### src/rtl/rbs_pkg.sv
package rbs_pkg;
  typedef enum logic [1:0] {
    ST_IDLE,
    ST_ISSUE,
    ST_WAIT,
    ST_DRAIN
  } rbsState_t;

  typedef struct packed {
    logic loadReq;      // request handshake this cycle
    logic captureBeat;  // subordinate data handshake this cycle
    logic captureLast;  // the captured beat closes the burst
  } rbsStrobe_t;

  localparam logic [1:0] MODE_FIXED = 2'd0;
endpackage

### src/rtl/rbs_ctrl.sv
module rbs_ctrl
  import rbs_pkg::*;
#(
  parameter int LEN_W = 8
) (
  input  logic             clk,
  input  logic             rst,
  input  logic             reqValid,
  input  logic [LEN_W-1:0] reqLen,
  input  logic             subAddrReady,
  input  logic             subDataValid,
  input  logic             beatReady,
  output logic             reqReady,
  output logic             subAddrValid,
  output logic             subDataReady,
  output logic             beatValid,
  output rbsStrobe_t       strobe
);
  rbsState_t        state;
  logic [LEN_W-1:0] beatsLeft;
  logic             holdFull;
  logic             popBeat;

  always_comb begin
    reqReady           = (state == ST_IDLE);
    subAddrValid       = (state == ST_ISSUE);
    subDataReady       = (state == ST_WAIT) && !holdFull;
    beatValid          = holdFull;
    popBeat            = holdFull && beatReady;
    strobe.loadReq     = reqValid && reqReady;
    strobe.captureBeat = subDataValid && subDataReady;
    strobe.captureLast = (beatsLeft == '0);
  end

  always_ff @(posedge clk) begin
    if (rst) begin
      state     <= ST_IDLE;
      beatsLeft <= '0;
      holdFull  <= 1'b0;
    end else begin
      if (strobe.captureBeat) holdFull <= 1'b1;
      else if (popBeat)       holdFull <= 1'b0;

      unique case (state)
        ST_IDLE: if (strobe.loadReq) begin
          beatsLeft <= reqLen;
          state     <= ST_ISSUE;
        end
        ST_ISSUE: if (subAddrReady) state <= ST_WAIT;
        ST_WAIT: if (strobe.captureBeat) begin
          if (strobe.captureLast) state <= ST_DRAIN;
          else begin
            beatsLeft <= beatsLeft - 1'b1;
            state     <= ST_ISSUE;
          end
        end
        ST_DRAIN: if (popBeat) state <= ST_IDLE;
        default: state <= ST_IDLE;
      endcase
    end
  end
endmodule

### src/rtl/rbs_data.sv
module rbs_data
  import rbs_pkg::*;
#(
  parameter int ADDR_W = 16,
  parameter int DATA_W = 32,
  parameter int ID_W   = 4
) (
  input  logic              clk,
  input  logic              rst,
  input  rbsStrobe_t        strobe,
  input  logic [ID_W-1:0]   reqId,
  input  logic [ADDR_W-1:0] reqAddr,
  input  logic [2:0]        reqSize,
  input  logic [1:0]        reqMode,
  input  logic [DATA_W-1:0] subData,
  input  logic [1:0]        subResp,
  output logic [ADDR_W-1:0] subAddr,
  output logic [ID_W-1:0]   beatId,
  output logic [DATA_W-1:0] beatData,
  output logic [1:0]        beatResp,
  output logic              beatLast
);
  logic [ADDR_W-1:0] curAddr;
  logic [ADDR_W-1:0] stepBytes;
  logic [ADDR_W-1:0] nextAddr;
  logic [2:0]        sizeReg;
  logic              fixedMode;

  always_comb begin
    stepBytes = ADDR_W'(1) << sizeReg;
    nextAddr  = fixedMode ? curAddr
                          : (curAddr & ~(stepBytes - 1'b1)) + stepBytes;
    subAddr   = curAddr;
  end

  always_ff @(posedge clk) begin
    if (rst) begin
      curAddr   <= '0;
      sizeReg   <= '0;
      fixedMode <= 1'b0;
      beatId    <= '0;
      beatData  <= '0;
      beatResp  <= '0;
      beatLast  <= 1'b0;
    end else begin
      if (strobe.loadReq) begin
        curAddr   <= reqAddr;
        sizeReg   <= reqSize;
        fixedMode <= (reqMode == MODE_FIXED);
        beatId    <= reqId;
      end
      if (strobe.captureBeat) begin
        curAddr  <= nextAddr;
        beatData <= subData;
        beatResp <= subResp;
        beatLast <= strobe.captureLast;
      end
    end
  end
endmodule

### src/rtl/rd_burst_split.sv
module rd_burst_split
  import rbs_pkg::*;
#(
  parameter int ADDR_W = 16,
  parameter int DATA_W = 32,
  parameter int ID_W   = 4,
  parameter int LEN_W  = 8
) (
  input  logic              clk,
  input  logic              rst,
  input  logic              reqValid,
  output logic              reqReady,
  input  logic [ID_W-1:0]   reqId,
  input  logic [ADDR_W-1:0] reqAddr,
  input  logic [LEN_W-1:0]  reqLen,
  input  logic [2:0]        reqSize,
  input  logic [1:0]        reqMode,
  output logic              beatValid,
  input  logic              beatReady,
  output logic [ID_W-1:0]   beatId,
  output logic [DATA_W-1:0] beatData,
  output logic [1:0]        beatResp,
  output logic              beatLast,
  output logic              subAddrValid,
  input  logic              subAddrReady,
  output logic [ADDR_W-1:0] subAddr,
  input  logic              subDataValid,
  output logic              subDataReady,
  input  logic [DATA_W-1:0] subData,
  input  logic [1:0]        subResp
);
  rbsStrobe_t strobe;

  rbs_ctrl #(.LEN_W(LEN_W)) ctrl_i (
    .clk(clk), .rst(rst), .reqValid(reqValid), .reqLen(reqLen),
    .subAddrReady(subAddrReady), .subDataValid(subDataValid),
    .beatReady(beatReady), .reqReady(reqReady), .subAddrValid(subAddrValid),
    .subDataReady(subDataReady), .beatValid(beatValid), .strobe(strobe)
  );

  rbs_data #(.ADDR_W(ADDR_W), .DATA_W(DATA_W), .ID_W(ID_W)) data_i (
    .clk(clk), .rst(rst), .strobe(strobe), .reqId(reqId), .reqAddr(reqAddr),
    .reqSize(reqSize), .reqMode(reqMode), .subData(subData), .subResp(subResp),
    .subAddr(subAddr), .beatId(beatId), .beatData(beatData),
    .beatResp(beatResp), .beatLast(beatLast)
  );
endmodule

### config.mk
export PLATFORM = sky130hd
export DESIGN_NAME = rd_burst_split
export DESIGN_NICKNAME = d
export VERILOG_FILES = /design/src/rtl/rbs_pkg.sv /design/src/rtl/rbs_ctrl.sv /design/src/rtl/rbs_data.sv /design/src/rtl/rd_burst_split.sv
export SDC_FILE = /design/constraint.sdc
export NUM_CORES = 1
export LEC_CHECK = 0
export BUFFER_PORTS_ARGS = -buffer_cell sky130_fd_sc_hd__buf_2
export CAP_MARGIN = 20
export CORE_MARGIN = 2
export CORE_UTILIZATION = 50
export DETAILED_ROUTE_END_ITERATION = 10
export PLACE_DENSITY = 0.83
export SYNTH_ARGS = -nofsm -noshare
export SYNTH_HDL_FRONTEND = slang
export SYNTH_SLANG_ARGS = --single-unit
### constraint.sdc
create_clock -name clk -period 3 [get_ports clk]
set_input_delay 0.3 -clock clk [delete_from_list [all_inputs] [get_ports clk]]
set_output_delay 0.3 -clock clk [all_outputs]
set_load 0.05 [all_outputs]
==> results_dict.tcl <==
set metrics [dict create \
    status "complete, no violations" \
    wl_per_cell_microns 14.6 \
    yosysWarnings 0 \
    path_clk_slew_ps 80 \
    start_util 0.512 \
    setup_ws_ps 229 \
    crit_arrival_ps 3000 \
    grt_pass1_wl_mm 17.3 \
    ir_drop_mv 0.265 \
    hold-worst-slack_ps 180 \
    startpoint_type "flip-flop" \
    cts_hold_buf 0 \
    core_sq_um 7210 \
    internal_power_w 0.00148 \
    drt-pass1-iter-count 5 \
    synth_area_per_cell_sq_um 7.49 \
    swShare 0.352 \
    cp_slowest_stage_delay_ps 390 \
    drv_slew 0 \
    syn_to_final_growth_pct 24.1 \
    seq_power_share 0.456 \
    fp-row-count 31 \
    dr.first_iter.drc_count 271 \
    cts_tree "done" \
    p_leak_nw 1.96 \
    ys_ff_latch 70 \
    antenna_cells 0 \
    path_buf_inv 0 \
    clock_sinks 70 \
    cp_data_required_time_ps 3230 \
    setup_viol 0 \
    netlist_area_sq_um 3690 \
    cap_violations 0 \
    p_clk_frac 0.300 \
    grt_max_degree 41 \
    path_max_fanout 14 \
    critPathKind "flip-flop to flip-flop" \
    final_common_cell "buf_2" \
    numPortBuffers 131 \
    use_met3 0.0855 \
    vias 4006 \
    fin_crit_sh 0.924 \
    crit_slowest_cell "dfxtp_2" \
    h-tree-depth 3 \
    p_per_area_nw_per_um2 500 \
    cts-root-buf "clkbuf_8" \
    antenna_found_initial 0 \
    syn-num-nets 573 \
    track_usage 0.258 \
    hold_viol 0 \
    crit_chain "nor2_1 > nand2_1 > ha_1 > and2_1 > a41oi_1 > o31ai_2 > and4_1 > or2_4 > a221oi_1 > a311oi_1" \
    drt-total-wl_mm 10.4 \
    synthFlopType "dfxtp_1" \
    hpwl_mm 7.43 \
    synth_edf_count 0 \
    fmax_mhz 361 \
    ys_seq_area_frac 0.379 \
    min_path_type "input pin to flip-flop" \
    synthArstFlopShare 0 \
    final_cell_mix "buf_2 (131), nand2_1 (125), dfxtp_1 (69)" \
    dp.cells 699 \
    timing.setup.tns_ps 0 \
    grt-ovfl-total 0 \
    cts_setup_buffers 0 \
    post_cts_resized 0 \
    fin_nets 691 \
    syn_inst 493 \
    insertion_delay_ps 350 \
    fin_skew_ps 10.2 \
    die_x_microns 90.0 \
    die_h_microns 90.0 \
    fin_total_pwr_w 0.00229 \
    finalCriticalPeriod_ps 2770 \
    first_global_vias 3754 \
    fillers 677 \
    die-area_sq_um 8090 \
    cts.path.max_buffers 2 \
    comb_power_share 0.244 \
    grt_most_used_layer "met2" \
    critPathTopFamily "simple AND/OR/NAND/NOR gates" \
    rrSetupSlack_ps 230 \
    ios 132 \
    remaining_drc_errors 0 \
    net-switching-power_w 0.000805 \
    tightest_slew_ps 729 \
    met2_usage 0.418 \
    drive_gt1_frac 0.280 \
    max_slew_margin 0.514 \
    place_ws_ps 111 \
    ys_types 62 \
    ant_nets 0 \
    gp_congestion 0.985 \
    cts_buffers 9 \
    critPathCaptureType "flip-flop" \
    use_met1 0.327 \
    finalNonFillerCells 714 \
    vias_per_cell 5.61 \
    grt_setup_unrepaired "no" \
]
[per-stage QoR]
| step | cell area, sq um | utilization |
|---|---|---|
| after detailed placement | 4410 | 0.611 |
| after global placement | 4410 | 0.611 |
| final | 4580 | 0.635 |
| after CTS | 4580 | 0.635 |
| after global routing | 4580 | 0.635 |
| after floorplan | 3690 | - |
[power groups by stage]
stage / Combinational, W / Sequential (W) / Clock (W)
final: 0.000559 / 0.00104 / 0.000687
after global placement: 0.000543 / 0.00106 / 0
after detailed placement: 0.000555 / 0.00106 / 0
after global routing: 0.000609 / 0.00105 / 0.000737
after CTS: 0.000558 / 0.00104 / 0.000699
after floorplan: 0.000296 / 0.00116 / 0
[worst register-to-register path, stage by stage (launching register included)]
cell and delay [ps]:
dfxtp_2 390, nor2_1 320, nand2_1 140, ha_1 310
and2_1 230, a41oi_1 260, o31ai_2 140, and4_1 220
or2_4 280, a221oi_1 280, a311oi_1 90
[registers in the layout (all words and copies together) (netlist names)]
signal	flops
data_i.beatData	32
data_i.subAddr	16
ctrl_i.beatsLeft	8
data_i.beatId	4
data_i.sizeReg	3
ctrl_i.state	2
data_i.beatResp	2
ctrl_i.beatValid	1
data_i.beatLast	1
data_i.fixedMode	1
[cell usage after synthesis, types with 7 or more instances]
library cell,instances,area [sq um]
nand2_1,125,469
dfxtp_1,70,1400
a21oi_1,67,335
nor2_1,36,135
clkbuf_1,24,90.1
o21ai_0,13,65.1
nand3_1,11,55.1
inv_1,10,37.5
nor3_1,9,45.0
nand2b_1,8,50.1
a221oi_1,7,61.3
ha_1,7,87.6
nor2b_1,7,43.8
[cells by family (layout without fill, tap and decap cells)]
kind of cell	count (synthesis)	count (layout)	share of synthesized area
adders and majority gates	7	7	0.0237
buffers and inverters	45	167	0.0518
muxes	6	6	0.0163
AOI/OAI and AO/OA	135	135	0.240
DFF	70	70	0.379
and+or+nand+nor	220	220	0.265
xor gates and xnor gates	10	10	0.0237
[cell type report]
| type | count | area, sq um | share of cell area |
|---|---|---|---|
| multi-input cells | 378 | 2110 | 0.460 |
| clock buffers | 10 | 138 | 0.0300 |
| repair buffers | 142 | 738 | 0.161 |
| well taps | 99 | 124 | 0.0270 |
| clock inverters | 5 | 36.3 | 0.00792 |
| inverters | 10 | 37.5 | 0.00819 |
| flip-flops and latches | 70 | 1400 | 0.306 |
[final timing paths]
check / start / end / depth (start not counted)
setup / recovery: data_i.sizeReg[2] / data_i.subAddr[12] / 10
hold / removal: reqId[0] / data_i.beatId[0] / 3
setup reg to reg: data_i.sizeReg[2] / data_i.subAddr[12] / 10
hold reg to reg: data_i.beatData[7] / data_i.beatData[7] / 2
[layer usage]
metal / vias to the layer above / part of all wire
li1: 1946 / -
met1: 1854 / 0.43
met2: 189 / 0.47
met3: 17 / 0.094
met4: 0 / 0.013
met5: - / 0
Power figures use the tool's default switching activity.
